### config.mk
export PLATFORM = sky130hd
export DESIGN_NAME = supply_fault_latch
export DESIGN_NICKNAME = d
export VERILOG_FILES = /design/src/rtl/sfl_pkg.sv /design/src/rtl/sfl_sync.sv /design/src/rtl/sfl_sticky.sv /design/src/rtl/sfl_summary.sv /design/src/rtl/supply_fault_latch.sv
export SDC_FILE = /design/constraint.sdc
export NUM_CORES = 1
export LEC_CHECK = 0
export BUFFER_PORTS_ARGS = -buffer_cell sky130_fd_sc_hd__buf_2
export CAP_MARGIN = 10
export CORE_AREA = 5 5 42 44
export DETAILED_ROUTE_END_ITERATION = 8
export DIE_AREA = 0 0 47 49
export SLEW_MARGIN = 20
export SYNTH_ARGS = -nofsm -noshare
export SYNTH_HDL_FRONTEND = slang
export SYNTH_HIERARCHICAL = 1
export SYNTH_SLANG_ARGS = --single-unit
### constraint.sdc
create_clock -name clk -period 1.42 [get_ports clk]
set_input_delay 0.284 -clock clk [delete_from_list [all_inputs] [get_ports clk]]
set_output_delay 0.284 -clock clk [all_outputs]
set_load 0.01 [all_outputs]
### src/rtl/sfl_pkg.sv
package sfl_pkg;
   // comparator bundle after synchronisation
   typedef struct packed {
      logic uv;
      logic rst_lvl;
      logic cp;
   } sfl_cmp_t;

   localparam int SFL_CMP_W = $bits(sfl_cmp_t);

   // sticky cell variants
   typedef enum logic [0:0] {
      STICKY_LEVEL = 1'b0,
      STICKY_EDGE  = 1'b1
   } sfl_sticky_mode_e;
endpackage

### src/rtl/sfl_sync.sv
module sfl_sync #(
   parameter int W      = 3,
   parameter int STAGES = 2
) (
   input  logic         clk,
   input  logic         rst_n,
   input  logic [W-1:0] d_i,
   output logic [W-1:0] q_o
);
   if (W < 1) begin : g_bad_w
      $error("sfl_sync: W must be at least 1");
   end
   if (STAGES == 1) begin : g_bad_stages
      $error("sfl_sync: STAGES must be 0 or at least 2");
   end

   if (STAGES == 0) begin : g_bypass
      assign q_o = d_i;
   end else begin : g_chain
      logic [W-1:0] stg_q [STAGES];
      for (genvar s = 0; s < STAGES; s++) begin : g_stage
         if (s == 0) begin : g_first
            always_ff @(posedge clk or negedge rst_n) begin
               if (!rst_n) stg_q[s] <= '0;
               else        stg_q[s] <= d_i;
            end
         end else begin : g_next
            always_ff @(posedge clk or negedge rst_n) begin
               if (!rst_n) stg_q[s] <= '0;
               else        stg_q[s] <= stg_q[s-1];
            end
         end
      end
      assign q_o = stg_q[STAGES-1];
   end
endmodule

### src/rtl/sfl_sticky.sv
module sfl_sticky
   import sfl_pkg::*;
#(
   parameter sfl_sticky_mode_e MODE = STICKY_LEVEL
) (
   input  logic clk,
   input  logic rst_n,
   input  logic cond_i,   // live condition
   input  logic blank_i,  // core held at reset level
   input  logic clr_i,    // clear request
   output logic flag_o
);
   logic set_w;
   logic flag_q;

   if (MODE == STICKY_EDGE) begin : g_edge
      logic prev_q;
      // while blanked the history is forced high so that leaving the
      // reset level with the condition present does not count as an edge
      always_ff @(posedge clk or negedge rst_n) begin
         if (!rst_n)       prev_q <= 1'b0;
         else if (blank_i) prev_q <= 1'b1;
         else              prev_q <= cond_i;
      end
      assign set_w = cond_i & ~prev_q;
   end else begin : g_level
      assign set_w = cond_i;
   end

   always_ff @(posedge clk or negedge rst_n) begin
      if (!rst_n)                  flag_q <= 1'b0;
      else if (blank_i)            flag_q <= 1'b0;
      else if (set_w)              flag_q <= 1'b1;
      else if (clr_i && !cond_i)   flag_q <= 1'b0;
   end

   assign flag_o = flag_q;
endmodule

### src/rtl/sfl_summary.sv
module sfl_summary #(
   parameter int N_EXT = 4
) (
   input  logic             clk,
   input  logic             rst_n,
   input  logic             uv_i,
   input  logic             cp_i,
   input  logic             blank_i,
   input  logic [N_EXT-1:0] ext_i,
   output logic             fault_o,
   output logic             bridge_off_o,
   output logic             live_o
);
   if (N_EXT < 1) begin : g_bad_ext
      $error("sfl_summary: N_EXT must be at least 1");
   end

   logic supply_bad_w;
   logic fault_q, off_q, live_q;

   assign supply_bad_w = uv_i | cp_i;

   always_ff @(posedge clk or negedge rst_n) begin
      if (!rst_n) begin
         fault_q <= 1'b0;
         off_q   <= 1'b1;
         live_q  <= 1'b0;
      end else if (blank_i) begin
         fault_q <= 1'b0;
         off_q   <= 1'b1;
         live_q  <= 1'b0;
      end else begin
         fault_q <= supply_bad_w | (|ext_i);
         off_q   <= supply_bad_w;
         live_q  <= 1'b1;
      end
   end

   assign fault_o      = fault_q;
   assign bridge_off_o = off_q;
   assign live_o       = live_q;
endmodule

### src/rtl/supply_fault_latch.sv
module supply_fault_latch
   import sfl_pkg::*;
#(
   parameter int N_EXT       = 4,
   parameter int SYNC_STAGES = 2
) (
   input  logic             clk,
   input  logic             rst_n,
   input  logic             uv_cmp_i,
   input  logic             rst_lvl_cmp_i,
   input  logic             cp_uv_cmp_i,
   input  logic [N_EXT-1:0] ext_fault_i,
   input  logic             clr_fault_i,
   input  logic             sleep_rst_i,
   output logic             fault_o,
   output logic             uvlo_o,
   output logic             cpuv_o,
   output logic             bridge_off_o,
   output logic             fault_pin_pull_o,
   output logic             core_live_o
);
   sfl_cmp_t cmp_raw, cmp_s;
   logic     clr_any;

   assign cmp_raw = '{uv: uv_cmp_i, rst_lvl: rst_lvl_cmp_i, cp: cp_uv_cmp_i};
   assign clr_any = clr_fault_i | sleep_rst_i;

   sfl_sync #(.W(SFL_CMP_W), .STAGES(SYNC_STAGES)) u_sync (
      .clk   (clk),
      .rst_n (rst_n),
      .d_i   (cmp_raw),
      .q_o   (cmp_s)
   );

   sfl_sticky #(.MODE(STICKY_EDGE)) u_uvlo (
      .clk     (clk),
      .rst_n   (rst_n),
      .cond_i  (cmp_s.uv),
      .blank_i (cmp_s.rst_lvl),
      .clr_i   (clr_any),
      .flag_o  (uvlo_o)
   );

   sfl_sticky #(.MODE(STICKY_LEVEL)) u_cpuv (
      .clk     (clk),
      .rst_n   (rst_n),
      .cond_i  (cmp_s.cp),
      .blank_i (cmp_s.rst_lvl),
      .clr_i   (clr_any),
      .flag_o  (cpuv_o)
   );

   sfl_summary #(.N_EXT(N_EXT)) u_sum (
      .clk          (clk),
      .rst_n        (rst_n),
      .uv_i         (cmp_s.uv),
      .cp_i         (cmp_s.cp),
      .blank_i      (cmp_s.rst_lvl),
      .ext_i        (ext_fault_i),
      .fault_o      (fault_o),
      .bridge_off_o (bridge_off_o),
      .live_o       (core_live_o)
   );

   // open-drain pin: drive low whenever the summary bit is set
   assign fault_pin_pull_o = fault_o;
endmodule

==> metrics, run 1 <==
die width=47 µm; Placement Rows=14; CP Buf/Inv Count=1; Syn. warnings=6; relative slew slack=82.82%; pin count of the biggest net entering global routing=13; total global routing overflow=0; CTS Buf Count=3; area of the multi-input gates=roughly 66 µm²; Post-Syn Instances=30; Post-Syn Area=between 400 and 500 µm²; Max clock buf depth=2; post-cts sizing count=0; setup violators final=0; vias per inst=a little under 4; minimum clock period=1.181 ns; Tot Pwr=between 0.0006 and 0.0007 W; clk slew on worst S/H paths=roughly 0.070 ns; syn_nets=41; # DRC=0; WP data arrival=about 0.9 ns; Min-Delay Endpoint=u_sync/g_chain.stg_q[4]; Routed WL per cell=8.667 µm; Post-CTS Hold Buffers=1; fmax=0.8466 GHz; Max Slew Vio Count=0; CTS sink cnt=12; Critical Path Start Type=flip-flop; WL final=approximately 550 µm; post-route cell area=~530 µm²; io pins=17; number of antenna diodes=0; CP Max Fanout=1; I/O Buffers=16; gpl congestion=between 0.5 and 0.6; hold path startpoint=rst_lvl_cmp_i; CP max stage delay=0.52 ns; H-Tree Level Count=1; Starting DRT DRC Count=0; TritonCTS clock tree=yes; R2R cell count=2; ANT nets after route=0; commonest non-fill, non-tap cell in the layout=buf_2; number of global-route vias before repair=249; synthesized flop and latch total=12; PwrDens=approximately 1300 nW/µm²; post-synthesis sequential area ratio=approximately three quarters; # Post-CTS Setup Buffers=0; slowest CP cell=dfstp_2; Nets=59; worst reg2reg path startpoint=u_uvlo/flag_o; RSZ-0062 raised after global routing=false; Tot GR Track Use=about 5.7%; share of layout cells above drive strength 1=roughly half; CP delay by family, top=flip-flops; Worst-Skew Late Latency=between 0.2 and 0.3 ns; CP required=about 1.1 ns; Fin Clk Skew=between 0.002 and 0.0025 ns; leak pwr=~0.27 nW; initial antenna violation count=0; fillers=149; PnR worst setup slack=~0.24 ns; DRT Pass-1 Iters=1; register area=about 300 µm²; CP Capture Type=output port; area post-placement=around 480 µm²; RR Endpoint=u_uvlo/flag_o; Initial Util=29.20%; Setup Crit Path Kind=flip-flop to output port; Die H=~49 µm; worst min-delay path class=input port to flip-flop; crit-path cells=buf_2; DR vias=249; Netlist cell types=13; most frequent cells in the layout=buf_2 (16), dfrtp_1 (11), clkbuf_4 (3), inv_1 (3); die area=2303 µm²; Fin. Hold Viols=0; Tightest Pin Transition=approximately 0.26 ns; peak supply drop=0.0004945 V; Max-Cap Viols=0; cell chosen for the clock root=clkbuf_4; Setup WS pre-CTS=roughly 0.47 ns; Syn Area/Cell=13.64 µm²; hold depth=1; flop-to-flop setup slack=0.55 ns; final hold slack=roughly 0.12 ns; area grow syn2layout=28.44%; first-pass GRT wire length=slightly above 900 µm; CORE AREA=~1400 µm²; Tcrit/Tclk final=just over 80%; TNS Setup=0 ns; status=completed
[power breakdown]
part           total (W)  internal (W)  switching (W)
sequential      0.000367      0.000359     0.00000766
combinational  0.0000459     0.0000239      0.0000220
clock           0.000260      0.000156       0.000105
total           0.000673      0.000539       0.000134
[flip-flops by register name (all words and copies together), names as in the netlist]
register,count
u_sum/fault_o,1
u_sum/bridge_off_o,1
u_sync/q_o,3
u_sync/g_chain.stg_q,3
u_uvlo/g_edge.prev_q,1
u_sum/live_o,1
u_cpuv/flag_o,1
u_uvlo/flag_o,1
[through the flow]
| step | cells | utilization, % |
|---|---|---|
| floorplan | 30 | - |
| global placement | 58 | 34.20 |
| detailed placement | 58 | 34.20 |
| CTS | 63 | 37.50 |
| global route | 63 | 37.50 |
| finish | 63 | 37.50 |
[cells in the mapped netlist]
master    instances  area share [%]
a21oi_2           1             2.1
nor2_1            2             1.8
dfrtp_1          11              67
a21oi_1           1             1.2
inv_1             3             2.8
nand2_1           1            0.92
or2_2             1             1.5
nand2b_1          2             3.1
dfstp_2           1             6.4
or2_1             1             1.5
buf_4             4             7.3
a32o_1            1             2.4
nor4_1            1             1.5
[layout make-up]
| class | count | area share [%] |
|---|---|---|
| well taps | 16 | 3.810 |
| clock buffers | 4 | 6.905 |
| multi-input cells | 11 | 12.62 |
| repair buffers | 17 | 17.14 |
| inverters | 3 | 2.143 |
| flip-flops and latches | 12 | 57.38 |
[how the worst max path moves through the flow]
stage	end	slack [ns]	depth (start not counted)	startpoint
CTS	bridge_off_o	0.22	1	u_sum/bridge_off_o
floorplan	u_uvlo/flag_o	0.52	2	u_uvlo/flag_o
detailed placement	u_cpuv/flag_o	0.47	4	sleep_rst_i
finish	bridge_off_o	0.24	1	u_sum/bridge_off_o
global placement	u_cpuv/flag_o	0.48	4	sleep_rst_i
global route	bridge_off_o	0.21	1	u_sum/bridge_off_o
[kinds of logic (layout without fill, tap and decap cells)]
| group | count (synthesis) | in the layout | share of synthesized area (%) |
|---|---|---|---|
| AO/OA/AOI/OAI | 3 | 3 | 5.810 |
| AND/OR/NAND/NOR | 8 | 8 | 10.40 |
| flip-flops | 12 | 12 | 73.70 |
| buffers and inverters | 7 | 24 | 10.09 |
[per-layer routing]
metal	share of wire, %	track usage (%)	vias to the layer above
met5	0	0	-
met2	56	8.824	7
met1	33	5.581	118
met3	9.9	2.583	0
met4	0	4.147	0
li1	-	-	124
No activity file was read; power rests on OpenSTA's default activity.
==> inputs of run 2 (changes only) <==
clock period = 1.05 ns   (was 1.42 ns; I/O delays follow)
==> metrics, run 2 (same netlist as run 1, synthesis figures left out) <==
status=finished with violations; violations in the final reports=setup timing; number of antenna diodes=0; Nets=between 50 and 60; DRT Pass-1 Iters=1; slowest CP cell=dfstp_2; TNS Setup=-0.04685 ns; Placement Rows=14; Setup Crit Path Kind=flip-flop to output port; fillers=around 150; share of layout cells above drive strength 1=roughly half; Fin. Hold Viols=0; H-Tree Level Count=1; peak supply drop=0.0006688 V; area grow syn2layout=29.97%; Tightest Pin Transition=0.2578 ns; crit-path cells=buf_6; CP required=0.84 ns; ANT nets after route=0; worst min-delay path class=input port to flip-flop; Critical Path Start Type=flip-flop; setup violators final=1; Max Slew Vio Count=0; DR vias=249; Max clock buf depth=2; CP Buf/Inv Count=1; hold path startpoint=rst_lvl_cmp_i; die width=between 40 and 50 µm; number of global-route vias before repair=249; final hold slack=about 0.046 ns; I/O Buffers=16; CP Capture Type=output port; crit path capture=bridge_off_o; PwrDens=roughly 1700 nW/µm²; Max-Cap Viols=0; total global routing overflow=0; Starting DRT DRC Count=0; worst reg2reg path startpoint=u_uvlo/flag_o; Routed WL per cell=around 8.7 µm; RR Endpoint=u_uvlo/flag_o; PnR worst setup slack=-0.04685 ns; relative slew slack=slightly above 80%; worst setup path startpoint=u_sum/bridge_off_o; gpl congestion=between 0.5 and 0.6; leak pwr=roughly 0.27 nW; Tot GR Track Use=5.663%; io pins=17; CP max stage delay=0.53 ns; TritonCTS clock tree=yes; CP Max Fanout=1; die area=between 2000 and 2500 µm²; critical path depth=1; Initial Util=between 20% and 30%; CTS sink cnt=12; R2R cell count=2; Fin Clk Skew=slightly above 0.002 ns; clk slew on worst S/H paths=0.07 ns; Die H=between 40 and 50 µm; most frequent cells in the layout=buf_2 (15), dfrtp_1 (11), clkbuf_4 (3), inv_1 (3); CTS Buf Count=3; commonest non-fill, non-tap cell in the layout=buf_2; Tot Pwr=0.0009127 W; initial antenna violation count=0; Tcrit/Tclk final=104.5%; flop-to-flop setup slack=~0.18 ns; RSZ-0062 raised after global routing=true; vias per inst=between 3 and 4; # Post-CTS Setup Buffers=0; WP data arrival=around 0.89 ns; CP delay by family, top=flip-flops; cell chosen for the clock root=clkbuf_4; minimum clock period=1.097 ns; Worst-Skew Late Latency=around 0.26 ns; WL final=~550 µm; CORE AREA=1401 µm²; first-pass GRT wire length=just over 900 µm; pin count of the biggest net entering global routing=13; fmax=slightly above 0.9 GHz; # DRC=0
run 2: report_power, final:
part	internal (W)	switching [W]
combinational	0.0000340	0.0000298
clock	0.000210	0.000142
sequential	0.000486	0.0000108
run 2: how the worst min path moves through the flow:
stage                              end  slack [ns]  depth (start not counted)
2_1_floorplan            u_cpuv/flag_o       -0.09                          0
3_3_place_gp   u_sync/g_chain.stg_q[3]        0.09                          1
3_5_place_dp   u_sync/g_chain.stg_q[3]        0.09                          1
4_1_cts        u_sync/g_chain.stg_q[4]        0.03                          1
5_1_grt        u_sync/g_chain.stg_q[5]        0.04                          1
6_report       u_sync/g_chain.stg_q[4]        0.05                          1
run 2: area by class of cell:
class	count	area [µm²]	area share (%)
multi-input cells	11	66.31	12.47
inverters	3	11.26	2.118
flip-flops and latches	12	301.5	56.71
repair buffers	17	96.34	18.12
clock buffers	4	36.28	6.824
well taps	16	20.02	3.765
run 2: layer usage:
layer	vias up	share of wire [%]	track usage, %
met3	0	9.9	2.583
met2	7	56	8.824
li1	124	-	-
met4	0	0	4.147
met1	118	33	5.581
met5	-	0	0
run 2: what timing repair did:
item,CTS,global route
hold buffers,1,0
gates resized for setup,1,0
hold endpoints to repair,11,0
endpoints found under the setup margin,1,2
cloned,0,0
pin swaps,0,0
run 2: metrics by stage:
| step | cells | setup WS [ns] | utilization [%] | instance area [µm²] |
|---|---|---|---|---|
| after global routing | 63 | -0.06999 | 37.95 | 531.8 |
| after floorplan | 30 | 0.1483 | - | 409.1 |
| after CTS | 63 | -0.06313 | 37.95 | 531.8 |
| after detailed placement | 58 | 0.1714 | 34.20 | 479.2 |
| final | 63 | -0.04685 | 37.95 | 531.8 |
| after global placement | 58 | 0.1801 | 34.20 | 479.2 |
